## src/rtl/gpio_pkg.sv

```systemverilog
package gpio_pkg;
  localparam int PAGE_W = 2;
  typedef enum logic [PAGE_W-1:0] {
    PG_NONE = 2'd0,
    PG_POL  = 2'd1,
    PG_EN   = 2'd2,
    PG_ID   = 2'd3
  } page_e;
endpackage

```

## src/rtl/gpio_addr_decode.sv

```systemverilog
module gpio_addr_decode #(
  parameter int NUM_PORTS = 6,
  parameter int IRQ_PORTS = 3,
  parameter int ADDR_W    = 4
) (
  input  logic [ADDR_W-1:0]    addr,
  output logic [NUM_PORTS-1:0] data_sel,
  output logic                 pend_sel,
  output logic                 ctl_sel,
  output logic [IRQ_PORTS-1:0] paged_sel
);
  localparam int PEND_OFS  = NUM_PORTS;
  localparam int CTL_OFS   = NUM_PORTS + 1;
  localparam int PAGED_OFS = NUM_PORTS + 2;

  for (genvar p = 0; p < NUM_PORTS; p++) begin : g_data
    assign data_sel[p] = (addr == ADDR_W'(p));
  end

  for (genvar k = 0; k < IRQ_PORTS; k++) begin : g_paged
    assign paged_sel[k] = (addr == ADDR_W'(PAGED_OFS + k));
  end

  assign pend_sel = (addr == ADDR_W'(PEND_OFS));
  assign ctl_sel  = (addr == ADDR_W'(CTL_OFS));
endmodule

```

## src/rtl/gpio_port_bank.sv

```systemverilog
module gpio_port_bank #(
  parameter int NUM_PORTS = 6,
  parameter int PORT_W    = 8,
  localparam int N_PINS   = NUM_PORTS * PORT_W
) (
  input  logic                 clk,
  input  logic                 rst_n,
  input  logic [NUM_PORTS-1:0] wr_sel,
  input  logic [NUM_PORTS-1:0] lock,
  input  logic [PORT_W-1:0]    wdata,
  input  logic [N_PINS-1:0]    pin_level,
  output logic [N_PINS-1:0]    latch_q,
  output logic [N_PINS-1:0]    pin_sync
);
  logic [N_PINS-1:0] sync_a;

  always_ff @(posedge clk or negedge rst_n) begin
    if (!rst_n) begin
      sync_a   <= '0;
      pin_sync <= '0;
    end else begin
      sync_a   <= pin_level;
      pin_sync <= sync_a;
    end
  end

  for (genvar p = 0; p < NUM_PORTS; p++) begin : g_port
    always_ff @(posedge clk or negedge rst_n) begin
      if (!rst_n)
        latch_q[p*PORT_W +: PORT_W] <= '0;
      else if (wr_sel[p] && !lock[p])
        latch_q[p*PORT_W +: PORT_W] <= wdata;
    end

    a_r4_locked_port_holds: assert property (@(posedge clk) disable iff (!rst_n)
      (wr_sel[p] && lock[p]) |=> $stable(latch_q[p*PORT_W +: PORT_W]));

    a_r2_open_port_loads: assert property (@(posedge clk) disable iff (!rst_n)
      (wr_sel[p] && !lock[p]) |=> (latch_q[p*PORT_W +: PORT_W] == $past(wdata)));
  end
endmodule

```

## src/rtl/gpio_edge_unit.sv

```systemverilog
module gpio_edge_unit #(
  parameter int PORT_W = 8
) (
  input  logic              clk,
  input  logic              rst_n,
  input  logic [PORT_W-1:0] pin_sync,
  input  logic              pol_wr,
  input  logic              en_wr,
  input  logic [PORT_W-1:0] wdata,
  output logic [PORT_W-1:0] pol_q,
  output logic [PORT_W-1:0] en_q,
  output logic [PORT_W-1:0] id_q,
  output logic              pending
);
  logic [PORT_W-1:0] prev_q;
  logic [PORT_W-1:0] rise, fall, hit;

  assign rise = pin_sync & ~prev_q;
  assign fall = ~pin_sync & prev_q;
  assign hit  = (pol_q & rise) | (~pol_q & fall);

  always_ff @(posedge clk or negedge rst_n) begin
    if (!rst_n) begin
      prev_q <= '0;
      pol_q  <= '0;
      en_q   <= '0;
      id_q   <= '0;
    end else begin
      prev_q <= pin_sync;
      if (pol_wr) pol_q <= wdata;
      if (en_wr)  en_q  <= wdata;
      id_q <= (id_q | hit) & en_q;
    end
  end

  assign pending = |id_q;

  a_r9_flag_within_enable: assert property (@(posedge clk) disable iff (!rst_n)
    1'b1 |=> ((id_q & ~$past(en_q)) == '0));

  a_r9_flag_sticky: assert property (@(posedge clk) disable iff (!rst_n)
    1'b1 |=> (($past(id_q & en_q) & ~id_q) == '0));

  a_r7_capture_needs_edge: assert property (@(posedge clk) disable iff (!rst_n)
    1'b1 |=> ((id_q & ~$past(id_q) & ~$past(hit)) == '0));
endmodule

```

## src/rtl/gpio_paged_irq.sv

```systemverilog
module gpio_paged_irq #(
  parameter int NUM_PORTS = 6,
  parameter int PORT_W    = 8,
  parameter int IRQ_PORTS = 3,
  parameter int ADDR_W    = 4,
  localparam int N_PINS   = NUM_PORTS * PORT_W
) (
  input  logic              clk,
  input  logic              rst_n,
  input  logic [ADDR_W-1:0] bus_addr,
  input  logic              bus_wr,
  input  logic              bus_rd,
  input  logic [PORT_W-1:0] bus_wdata,
  output logic [PORT_W-1:0] bus_rdata,
  input  logic [N_PINS-1:0] pin_level,
  output logic [N_PINS-1:0] pad_pull_low,
  output logic              irq
);
  import gpio_pkg::*;

  logic [NUM_PORTS-1:0] data_sel;
  logic                 pend_sel, ctl_sel;
  logic [IRQ_PORTS-1:0] paged_sel;
  logic [PORT_W-1:0]    ctl_q;
  page_e                page;
  logic [NUM_PORTS-1:0] lock;
  logic [N_PINS-1:0]    latch_q, pin_sync;
  logic [PORT_W-1:0]    pol_a [IRQ_PORTS];
  logic [PORT_W-1:0]    en_a  [IRQ_PORTS];
  logic [PORT_W-1:0]    id_a  [IRQ_PORTS];
  logic [IRQ_PORTS-1:0] pending;
  logic [PORT_W-1:0]    rd_mux;

  gpio_addr_decode #(
    .NUM_PORTS(NUM_PORTS), .IRQ_PORTS(IRQ_PORTS), .ADDR_W(ADDR_W)
  ) u_dec (
    .addr(bus_addr), .data_sel(data_sel), .pend_sel(pend_sel),
    .ctl_sel(ctl_sel), .paged_sel(paged_sel)
  );

  always_ff @(posedge clk or negedge rst_n) begin
    if (!rst_n)
      ctl_q <= '0;
    else if (bus_wr && ctl_sel)
      ctl_q <= bus_wdata;
  end

  assign page = page_e'(ctl_q[PORT_W-1 -: PAGE_W]);
  assign lock = ctl_q[NUM_PORTS-1:0];

  gpio_port_bank #(.NUM_PORTS(NUM_PORTS), .PORT_W(PORT_W)) u_bank (
    .clk(clk), .rst_n(rst_n),
    .wr_sel(data_sel & {NUM_PORTS{bus_wr}}),
    .lock(lock), .wdata(bus_wdata), .pin_level(pin_level),
    .latch_q(latch_q), .pin_sync(pin_sync)
  );

  assign pad_pull_low = latch_q;

  for (genvar k = 0; k < IRQ_PORTS; k++) begin : g_irq
    gpio_edge_unit #(.PORT_W(PORT_W)) u_edge (
      .clk(clk), .rst_n(rst_n),
      .pin_sync(pin_sync[k*PORT_W +: PORT_W]),
      .pol_wr(bus_wr && paged_sel[k] && (page == PG_POL)),
      .en_wr(bus_wr && paged_sel[k] && (page == PG_EN)),
      .wdata(bus_wdata),
      .pol_q(pol_a[k]), .en_q(en_a[k]), .id_q(id_a[k]),
      .pending(pending[k])
    );
  end

  assign irq = |pending;

  always_comb begin
    rd_mux = '0;
    for (int p = 0; p < NUM_PORTS; p++)
      if (data_sel[p]) rd_mux = pin_sync[p*PORT_W +: PORT_W];
    if (pend_sel) rd_mux[IRQ_PORTS-1:0] = pending;
    if (ctl_sel)  rd_mux = ctl_q;
    for (int k = 0; k < IRQ_PORTS; k++) begin
      if (paged_sel[k]) begin
        case (page)
          PG_POL:  rd_mux = pol_a[k];
          PG_EN:   rd_mux = en_a[k];
          PG_ID:   rd_mux = id_a[k];
          default: rd_mux = '0;
        endcase
      end
    end
  end

  always_ff @(posedge clk or negedge rst_n) begin
    if (!rst_n)
      bus_rdata <= '0;
    else if (bus_rd)
      bus_rdata <= rd_mux;
  end

  initial begin
    a_r5_lock_field_fits: assert (NUM_PORTS <= PORT_W - gpio_pkg::PAGE_W);
  end

  a_r6_page0_reads_zero: assert property (@(posedge clk) disable iff (!rst_n)
    (bus_rd && (|paged_sel) && (page == PG_NONE)) |=> (bus_rdata == '0));

  a_r10_pend_upper_zero: assert property (@(posedge clk) disable iff (!rst_n)
    (bus_rd && pend_sel) |=> (bus_rdata[PORT_W-1:IRQ_PORTS] == '0));

  a_r11_irq_low_without_flags: assert property (@(posedge clk) disable iff (!rst_n)
    (pending == '0) |-> !irq);
endmodule

```

## config.mk

```make
export PLATFORM = sky130hd
export DESIGN_NAME = gpio_paged_irq
export DESIGN_NICKNAME = d
export VERILOG_FILES = /design/src/rtl/gpio_pkg.sv /design/src/rtl/gpio_addr_decode.sv /design/src/rtl/gpio_port_bank.sv /design/src/rtl/gpio_edge_unit.sv /design/src/rtl/gpio_paged_irq.sv
export SDC_FILE = /design/constraint.sdc
export NUM_CORES = 1
export LEC_CHECK = 0
export BUFFER_PORTS_ARGS = -buffer_cell sky130_fd_sc_hd__buf_4
export CAP_MARGIN = 10
export CORE_MARGIN = 2
export CORE_UTILIZATION = 52
export DETAILED_ROUTE_END_ITERATION = 8
export PLACE_DENSITY_LB_ADDON = 0.05
export SYNTH_ARGS = -nofsm -noshare
export SYNTH_HDL_FRONTEND = slang
export SYNTH_SLANG_ARGS = --single-unit
```

## constraint.sdc

```tcl
create_clock -name clk -period 1.7 [get_ports clk]
set_input_delay 0.255 -clock clk [delete_from_list [all_inputs] [get_ports clk]]
set_output_delay 0.255 -clock clk [all_outputs]
set_load 0.01 [all_outputs]
```

Yosys cells after proc, flatten, opt, wreduce, memory -nomap -nowiden:

Index checks and enable logic that the tools add are counted.

* flip-flop bits (word level): 256
* logic and storage cells: 107

* equal/unequal tests: 13
* multiplexer cells: 14
* bitwise gates (word level): 31
* reductions and logical operators: 27

Operators with widths (number)
* 8-bit AND: 15
* 8-bit two-way mux: 10
* 8-bit NOT: 9
* 8-bit case mux with 3 select lines: 3
* 8-bit OR: 6
* 24-bit OR reduction: 1
* 8-bit OR reduction: 3
* 4-bit by 3-bit == test with 1-bit output, second input constant: 4
* 1-bit logical AND: 16
* 4-bit == test, second input constant: 3
* 4-bit by 2-bit == test with 1-bit output, second input constant: 2
* 6-bit AND: 1
* 1-bit logical NOT: 6
* 2-bit == test, second input constant: 2
* 4-bit by 1-bit == test with 1-bit output, second input constant: 1
* 4-bit logical NOT: 1
* 3-bit two-way mux: 1
* 2-bit by 1-bit == test with 1-bit output, second input constant: 1

Depth between registers and ports, before layout:

Gate-level depths: netlist of run 1.

* depth in word-level cells: 12
* gate-level depth with buffers: 7

Modules after synthesis:

Synthesis of run 1 repeated with hierarchy kept, for this count alone.

* cells, all modules: 690
* area total of the unflattened synthesis: 10267.3 um2

Modules (own cells, without submodules)
* gpio_port_bank: times used 1, cells each 204, area an instance 4474.3 um2, sequential area each 3603.5 um2
* gpio_edge_unit: times used 3, cells each 77, area an instance 1219.9 um2, sequential area each 800.8 um2
* gpio_paged_irq: times used 1, cells each 240, area an instance 1974.4 um2, sequential area each 400.4 um2
* gpio_addr_decode: times used 1, cells each 15, area an instance 158.9 um2, sequential area each 0.0 um2

Worst setup path before layout of run 1:

OpenSTA, ideal clock, no wires.

* kind: flip-flop to flip-flop
* start point: register ctl_q[6]
* end point: register bus_rdata[0]
* setup time: 138 ps
* arrival: 1519 ps
* required time: 1562 ps
* path slack: 43 ps
* cell stages (with the launch flop): 7
* buffers on the path: 1
* path through: dfrtp_1 buf_1 mux2_2 a22oi_1 o22ai_1 o22ai_1 o221ai_1

* longest elaborated chain between the ends: 5

RTL lines
* from (decl): line gpio_paged_irq.sv:24 `logic [PORT_W-1:0] ctl_q;`
* from (signal assigned): line gpio_paged_irq.sv:45 `ctl_q <= bus_wdata;`
* 2-bit == test / 2-bit by 1-bit == test with 1-bit output (equally long branches): line gpio_paged_irq.sv:82 `case (page)`
* 8-bit case mux with 3 select lines: line gpio_paged_irq.sv:82
* 8-bit two-way mux (2 in series): line gpio_paged_irq.sv:81 `if (paged_sel[k]) begin`
* 8-bit two-way mux (*): line gpio_paged_irq.sv:81
* to (signal assigned): line gpio_paged_irq.sv:96 `bus_rdata <= rd_mux;`
* to (decl): line gpio_paged_irq.sv:14 `output logic [PORT_W-1:0] bus_rdata,`

Every way passes the cells marked *; elsewhere a longest branch is shown, timed or not.
A chain may end at the register's enable or synchronous reset.

Worst setup path after layout of run 1:

* start point: register g_irq[0].u_edge.id_q[2]
* end point: output port irq

* longest elaborated chain between the ends: 1

RTL lines
* from (decl): line gpio_edge_unit.sv:12 `output logic [PORT_W-1:0] id_q,`
* from (signal assigned): line gpio_edge_unit.sv:32 `id_q <= (id_q | hit) & en_q;`
* 24-bit OR reduction: line gpio_paged_irq.sv:72 `assign irq = |pending;`
* to (decl): line gpio_paged_irq.sv:17 `output logic irq`

Every way passes these cells.

==> results.cfg, run 1 <==
[sta]
tns_ns = -0.642
finalHoldViolations = 0
grt_setup_unrepaired = true
tightest_slew_ns = 0.484
max_slew_margin = 0.674
skew_ns = 0.0144
drv_slew = 0
layout_setup_ws_ns = -0.509
fin_crit_ns = 2.21
timing.final.crit_share = 1.30
finalSetupViolCount = 5
fmax_mhz = 453
whs_ns = 0.128

[global_route]
antenna_found_initial = 0
grtUsageMet2 = 0.426
use_met1 = 0.366
grt_pass1_vias = 6991
grtUsageMet3 = 0.0344
grt_max_degree = 55
grt.overflow.total = 0
grt_usage = 0.262
grt_pass1_wl_um = 39600
grt_busiest_layer = met2

[power_and_ir_drop]
power_per_cell_area_mw_per_mm2 = 1190
ir_worst_vdd_mv = 0.879
p_sw_uw = 4130
power_frac_seq = 0.461
clkPwrFrac = 0.347
static-leakage-power_uw = 0.00614
p_int_uw = 11900
comb_power_share = 0.192
swShare = 0.258

[floorplan]
dieArea_mm2 = 0.0200
ios = 121
rows = 50
start_util = 0.527
core_mm2 = 0.0186
fp.dieW_um = 141
die_h_um = 141

[cells_and_area]
fin_util = 0.720
final_cell_mix = 254 x dfrtp_1, 187 x buf_4, 122 x mux2_2
area_growth_pct = 36.6
layout.nets = 1046
antenna-diode-count = 0
mostFrequentLayoutCell = dfrtp_1
drive_above_1_share = 0.440
stdcell_count = 1235

[worst_setup_path]
worstPathCellList = nor4_4, nand2_2, or3_4, buf_6
path_class = flip-flop to output pin
cp.required_ns = 1.44
crit_buf_inv = 1
crit_fanout = 2
end_kind = output pin
critical_path_arrival_ns = 1.95
r2r_slack_ns = -0.08
critPathLaunchType = flip-flop
cpPeakStageDelay_ns = 0.43
cp_top_family = simple AND/OR/NAND/NOR gates
cp_slowest_cell = or3_4

[status]
violations = negative setup slack
outcome = finished, violations left

[place]
placedCellCount = 1131
place.detailed.hpwl_um = 17900
port_buffers = 120
gp_congestion = 0.922

[routing]
drt-initial-drc-count = 499
drtAntennaViolNets = 0
wl_um = 25700
drc = 0
first_pass_iters = 5
avgViaCountPerCell = 5.60
vias = 6918
wl_per_cell_um = 20.8

[synth]
avgSynthCellArea_um2 = 13.4
ys_types = 44
synth_edf_count = 0
synth_warnings = 0
ys.flop_type = dfrtp_1
ys_ff_latch = 256
synth_fp_nets = 795
async_flop_share = 1.00
postSynthCellCount = 731
seq_area_frac_synth = 0.652
syn_area_mm2 = 0.00983

[cts]
cts_max_path_buffers = 3
cts_max_level = 1
root_buffer = clkbuf_16
clk_pin_slew_worst_paths_ns = 0.07
cts_num_sinks = 256
tritoncts = done
cts_buffers = 26
clock_latency_ns = 0.52

[job]
drv_cap = 0

[worst_hold_path]
hp-class = primary input to flip-flop
[kinds of logic after synthesis]
| group | count (synthesis) | share of synthesized area |
|---|---|---|
| DFF | 256 | 0.652 |
| AOI/OAI and AO/OA | 158 | 0.105 |
| and+or+nand+nor | 145 | 0.0733 |
| muxes | 132 | 0.152 |
| buffers and inverters | 40 | 0.0178 |
[stage by stage]
stage,total power [µW],setup WS (ns),area [µm²]
4_1_cts,15900,-0.541,13100
3_5_place_dp,10100,-0.136,11600
6_report,16000,-0.509,13400
3_3_place_gp,9980,-0.131,11600
2_1_floorplan,8620,0.0431,9830
5_1_grt,16800,-0.548,13400
[sequential cells by signal, indices dropped and copies added (netlist names)]
name and flops:
bus_rdata 8, ctl_q 8, g_irq.u_edge.en_q 24, g_irq.u_edge.id_q 24
g_irq.u_edge.pol_q 24, g_irq.u_edge.prev_q 24, u_bank.latch_q 48, u_bank.pin_sync 48
u_bank.sync_a 48
[worst reg2reg max path: stages, from the launching register on]
cell and delay (ns):
dfrtp_2 0.51, clkbuf_16 0.22, mux2_2 0.34, a22oi_2 0.18
o22ai_2 0.14, o22ai_2 0.16, o221ai_2 0.11
[cell usage after synthesis, drive strengths merged (3+ instances only)]
| cell | instances | share of area |
|---|---|---|
| a21oi | 19 | 0.0097 |
| a22oi | 24 | 0.018 |
| o21ai | 50 | 0.025 |
| inv | 3 | 0.0011 |
| clkbuf | 20 | 0.0078 |
| nand2 | 63 | 0.024 |
| nor2b | 6 | 0.0038 |
| nor4 | 7 | 0.0051 |
| buf | 17 | 0.0089 |
| o22ai | 14 | 0.0089 |
| a221o | 3 | 0.0031 |
| o211ai | 4 | 0.0031 |
| nor2 | 47 | 0.019 |
| o221ai | 11 | 0.0098 |
| o32a | 5 | 0.0051 |
| nand4 | 3 | 0.0025 |
| mux2 | 129 | 0.15 |
| o21a | 24 | 0.018 |
| dfrtp | 256 | 0.65 |
[power groups by stage]
stage,clock [µW],combinational (µW),sequential [µW]
after floorplan,0,1190,7430
after global placement,0,2580,7400
after global routing,5960,3300,7490
final,5560,3080,7400
after CTS,5680,2820,7360
after detailed placement,0,2620,7460
[area by class of cell]
cell class              instances  area [µm²]
repair buffers                260        2310
well taps                     234         293
fillers                      1248        5210
clock buffers                  41         798
flip-flops and latches        256        6410
clock inverters                 6        57.6
inverters                       3        11.3
multi-input cells             435        3550
[routing by layer]
metal	routed length [µm]	part of all wire	vias to the layer above
li1	-	-	3137
met1	11200	0.44	3481
met2	12300	0.48	245
met3	1240	0.048	55
met4	998	0.039	0
met5	0	0	-
[timing repair]
item                                   in CTS  in global routing
gates cloned                                0                  2
endpoints found under the hold margin      94                  0
setup endpoints to repair                   6                 17
hold buffers                               49                  0
gates resized for setup                    21                 58
pin swaps                                   8                 32
buffers inserted                            2                  6
[worst paths after layout]
check | from | endpoint | cells past startpoint
max | g_irq[0].u_edge.id_q[2] | irq | 4
min | bus_wdata[5] | ctl_q[5] | 2
max reg2reg | ctl_q[6] | bus_rdata[1] | 6
min reg2reg | u_bank.sync_a[8] | u_bank.pin_sync[8] | 0
max in group asynchronous | rst_n | u_bank.sync_a[26] | 3
min in group asynchronous | rst_n | u_bank.latch_q[44] | 2
Note: power is estimated with default switching activity, not from simulation.
==> run 2: changes to the inputs <==
Settings changed: CORE_UTILIZATION 52 to 62.
Clock period 1.7 ns to 2.66 ns, I/O delays scaled along.
==> run 2 against run 1 <==
The run now ends clean. Wire length shrank 5.6%. Combinational power shrank 48%. First-iteration DRC count rose by 14%. Sequential share of layout area increased by 4.2 points. Global-route usage rose by 3.2 points.
==> results.cfg, run 2 (synthesis gave the netlist of run 1 again) <==
[floorplan]
rows = 46
core_mm2 = 0.0157
die_h_um = 130
ios = 121
fp.dieW_um = 130
start_util = 0.626
dieArea_mm2 = 0.0169

[cells_and_area]
area_growth_pct = 25.5
antenna-diode-count = 0
drive_above_1_share = 0.340
reg.largest.list = u_bank.latch_q: 48 flops, u_bank.pin_sync: 48 flops, u_bank.sync_a: 48 flops
stdcell_area_mm2 = 0.0123
nFillCells = 950
layout.nets = 970
mostFrequentLayoutCell = dfrtp_1
stdcell_count = 1139
final_cell_mix = 256 x dfrtp_1, 132 x buf_4, 129 x mux2_2

[place]
port_buffers = 120
gp_congestion = 0.934
placedCellCount = 1046
place_area_mm2 = 0.0110
place.detailed.hpwl_um = 15800

[routing]
wl_per_cell_um = 21.3
vias = 6717
drtAntennaViolNets = 0
first_pass_iters = 5
drc = 0
avgViaCountPerCell = 5.90
drt-initial-drc-count = 567
wl_um = 24300

[sta]
tightest_slew_ns = 0.637
finalSetupViolCount = 0
fmax_mhz = 402
tns_ns = 0
max_slew_margin = 0.574
finalHoldViolations = 0
fin_crit_ns = 2.49
timing.final.crit_share = 0.934
drv_slew = 0
skew_ns = 0.0146
grt_setup_unrepaired = false

[worst_hold_path]
min_from = bus_rd
holdPathEnd = bus_rdata[7]
min_path_cells = 3
hp-class = primary input to flip-flop

[worst_setup_path]
reg2reg_from = ctl_q[6]
cpPeakStageDelay_ns = 0.42
worstPathCellList = nor4_1, nand2_1, or3_1, buf_4
cp_top_family = simple AND/OR/NAND/NOR gates
crit_buf_inv = 1
r2r_slack_ns = 0.53
r2r-end = bus_rdata[0]
crit_fanout = 3
r2r_cells = 6
critical_path_arrival_ns = 2.09
cp.required_ns = 2.26
path_class = flip-flop to output pin
end_kind = output pin
cp_slowest_cell = dfrtp_1
critPathLaunchType = flip-flop

[global_route]
grt_pass1_vias = 6714
grt_usage = 0.294
grt_max_degree = 75
grt_pass1_wl_um = 37300
grt.overflow.total = 0
antenna_found_initial = 0

[cts]
tritoncts = done
cts_max_path_buffers = 3
clk_pin_slew_worst_paths_ns = 0.06
root_buffer = clkbuf_16
cts_resized = 0
cts_num_sinks = 256
clock_latency_ns = 0.52
cts_max_level = 1
cts_buffers = 25

[power_and_ir_drop]
power_per_cell_area_mw_per_mm2 = 809
ir_worst_vdd_mv = 0.624
static-leakage-power_uw = 0.00563

[status]
outcome = completed

[job]
drv_cap = 0
## run 2: cell count changes in the layout (fill, tap and decap cells not counted), sizes merged
cell	before	now
inv	3	4
clkinv	4	2
clkinvlp	1	2
bufinv	1	4
buf	209	136
clkbuf	43	35
## run 2: worst max path at each step
stage                                         end                     from  slack [ns]  depth (start not counted)
after floorplan           g_irq[1].u_edge.en_q[0]              bus_addr[2]        0.90                          6
after global placement         u_bank.latch_q[20]              bus_addr[1]        0.53                          4
after detailed placement       u_bank.latch_q[19]              bus_addr[1]        0.47                          4
after CTS                                     irq  g_irq[1].u_edge.id_q[5]        0.18                          4
after global routing                          irq  g_irq[1].u_edge.id_q[5]        0.14                          4
final                                         irq  g_irq[1].u_edge.id_q[5]        0.17                          4
## run 2: area by class of cell
cell class | count | area, µm² | area share
clock buffers | 35 | 693 | 0.0562
clock inverters | 9 | 154 | 0.0125
inverters | 3 | 11.3 | 0.000913
multi-input cells | 435 | 3250 | 0.263
flip-flops and latches | 256 | 6410 | 0.519
well taps | 216 | 270 | 0.0219
repair buffers | 185 | 1560 | 0.126
## run 2: through the flow
step / setup WS [ns] / total power (µW) / hold WS (ns) / util
detailed placement: 0.469 / 6310 / 0.335 / 0.700
floorplan: 0.904 / 5510 / 0.103 / -
global placement: 0.535 / 6220 / 0.332 / 0.700
finish: 0.174 / 9980 / 0.282 / 0.785
CTS: 0.176 / 10000 / 0.000461 / 0.784
global route: 0.142 / 10400 / 0.280 / 0.785
## run 2: what timing repair did
item	4_1_cts	5_1_grt
hold buffers	47	2
setup buffers	0	0
endpoints found under the hold margin	115	2
## run 2: per-layer routing
layer,share of wire,wire (µm),global-route usage,vias up
li1,-,-,-,2990
met4,0.034,829,0.105,0
met2,0.48,11700,0.475,297
met3,0.064,1560,0.0422,55
met5,0,0,0,-
met1,0.42,10200,0.415,3375
## run 2: worst min-delay path, cell delays in order
cell and delay, ns:
buf_4 0.18, nor2_1 0.12, a21oi_1 0.05
## run 2: power by group
group          leakage (µW)  total, µW  internal [µW]  switching (µW)
clock network      0.000407       3650           2210            1450
logic               0.00206       1600            856             740
registers           0.00316       4730           4360             367
total               0.00563       9980           7420            2550
==> run 3: changes to the inputs <==
Settings changed: REMOVE_ABC_BUFFERS from default to 1.
==> run 3 against run 2 <==
Combinational power increased by 2%. Worst hold slack got worse by 0.0026 ns. Core utilization decreased by 0.10 points. Cell count about the same. Clock power decreased by 4%. Non-clock buffer count unchanged. Flip-flop and latch count unchanged. Critical path type unchanged. Largest cell class unchanged.
==> results.cfg, run 3 (synthesis gave the netlist of run 1 again) <==
[cts]
clk_pin_slew_worst_paths_ns = 0.07
cts_max_level = 1
clock_latency_ns = 0.51
cts_num_sinks = 256
cts_buffers = 25
cts_setup_buffers = 0
cts_max_path_buffers = 3
cts_resized = 0
tritoncts = done
root_buffer = clkbuf_16

[routing]
drt-initial-drc-count = 409
wl_um = 25200
drc = 0
avgViaCountPerCell = 5.95
drtAntennaViolNets = 0
wl_per_cell_um = 22.1
vias = 6782
first_pass_iters = 5

[global_route]
grt_pass1_wl_um = 39400
grt.overflow.total = 0
grt_pass1_vias = 7003
grt_max_degree = 89
grt_usage = 0.312
antenna_found_initial = 0

[place]
port_buffers = 120
place_area_mm2 = 0.0110
gp_congestion = 0.994
place.detailed.hpwl_um = 16700
post-place-ws_ns = 0.484

[sta]
layout_setup_ws_ns = 0.0640
fmax_mhz = 385
tightest_slew_ns = 0.697
finalSetupViolCount = 0
fin_crit_ns = 2.60
max_slew_margin = 0.535
timing.final.crit_share = 0.976
whs_ns = 0.279
skew_ns = 0.00980
finalHoldViolations = 0
drv_slew = 0
tns_ns = 0
grt_setup_unrepaired = false

[floorplan]
ios = 121
start_util = 0.626
fp.dieW_um = 130
die_h_um = 130
rows = 46
dieArea_mm2 = 0.0169
core_mm2 = 0.0157

[status]
outcome = completed

[job]
drv_cap = 0

[worst_setup_path]
crit_fanout = 3
startpoint = g_irq[2].u_edge.id_q[6]
cp_top_family = simple AND/OR/NAND/NOR gates
cpPeakStageDelay_ns = 0.45
crit_buf_inv = 1
critPathLaunchType = flip-flop
r2r_slack_ns = 0.63
path_class = flip-flop to output pin
cp_slowest_cell = nor4_1
reg2reg_from = ctl_q[6]
r2r_cells = 5
critical_path_arrival_ns = 2.20
end_kind = output pin
worstPathCellList = nor4_1, nand2_1, or3_1, buf_4
r2r-end = bus_rdata[6]
cp.required_ns = 2.26

[power_and_ir_drop]
power_per_cell_area_mw_per_mm2 = 800
ir_worst_vdd_mv = 0.637
finalPower_uw = 9850
static-leakage-power_uw = 0.00564

[cells_and_area]
final_cell_mix = 256 x dfrtp_1, 131 x buf_4, 129 x mux2_2
area_growth_pct = 25.4
mostFrequentLayoutCell = dfrtp_1
antenna-diode-count = 0
drive_above_1_share = 0.344
layout.nets = 970
nFillCells = 919
reg.largest.list = u_bank.latch_q: 48 flops, u_bank.pin_sync: 48 flops, u_bank.sync_a: 48 flops
stdcell_area_mm2 = 0.0123

[worst_hold_path]
min_path_cells = 3
min_from = bus_rd
hp-class = primary input to flip-flop
holdPathEnd = bus_rdata[3]
## run 3: worst max-delay path by stage
| stage | slack, ns | cells after the start | end |
|---|---|---|---|
| 2_1_floorplan | -0.25 | 3 | g_irq[0].u_edge.pol_q[0] |
| 3_3_place_gp | 0.49 | 5 | u_bank.latch_q[11] |
| 3_5_place_dp | 0.48 | 5 | u_bank.latch_q[14] |
| 4_1_cts | 0.09 | 4 | irq |
| 5_1_grt | 0.02 | 4 | irq |
| 6_report | 0.06 | 4 | irq |
## run 3: power breakdown
group | leakage [µW] | total (µW) | switching, µW | internal, µW
clock | 0.000412 | 3500 | 1440 | 2060
combinational | 0.00207 | 1640 | 784 | 856
sequential | 0.00316 | 4710 | 352 | 4360
total | 0.00564 | 9850 | 2580 | 7270
## run 3: routing by layer
metal,track usage,share of wire,wire length [µm],vias to the layer above
li1,-,-,-,2991
met1,0.431,0.42,10600,3465
met2,0.517,0.49,12500,265
met3,0.0476,0.055,1400,61
met4,0.102,0.029,735,0
met5,0,0,0,-
## run 3: cell type report
| cell class | instances | area [µm²] | area share |
|---|---|---|---|
| clock buffer | 34 | 709 | 0.0576 |
| clock inverter | 11 | 109 | 0.00883 |
| inverter | 3 | 11.3 | 0.000914 |
| multi-input combinational | 435 | 3250 | 0.264 |
| sequential | 256 | 6410 | 0.520 |
| tap | 216 | 270 | 0.0219 |
| timing repair buffer | 185 | 1570 | 0.127 |
## run 3: worst reg2reg max path, cell delays in order (launching register included)
cell	delay, ns
dfrtp_1	0.52
buf_4	0.29
mux2_2	0.36
a22oi_1	0.24
o221ai_1	0.15
o32a_1	0.35
## run 3: repair_timing
action	4_1_cts	5_1_grt
endpoints found under the hold margin	130	0
setup endpoints to repair	0	0
hold buffers	49	0
## run 3: per-stage QoR
step,std cells,util
2_1_floorplan,694,-
3_5_place_dp,1046,0.701
6_report,1140,0.784
3_3_place_gp,1046,0.701
5_1_grt,1140,0.784
4_1_cts,1140,0.784
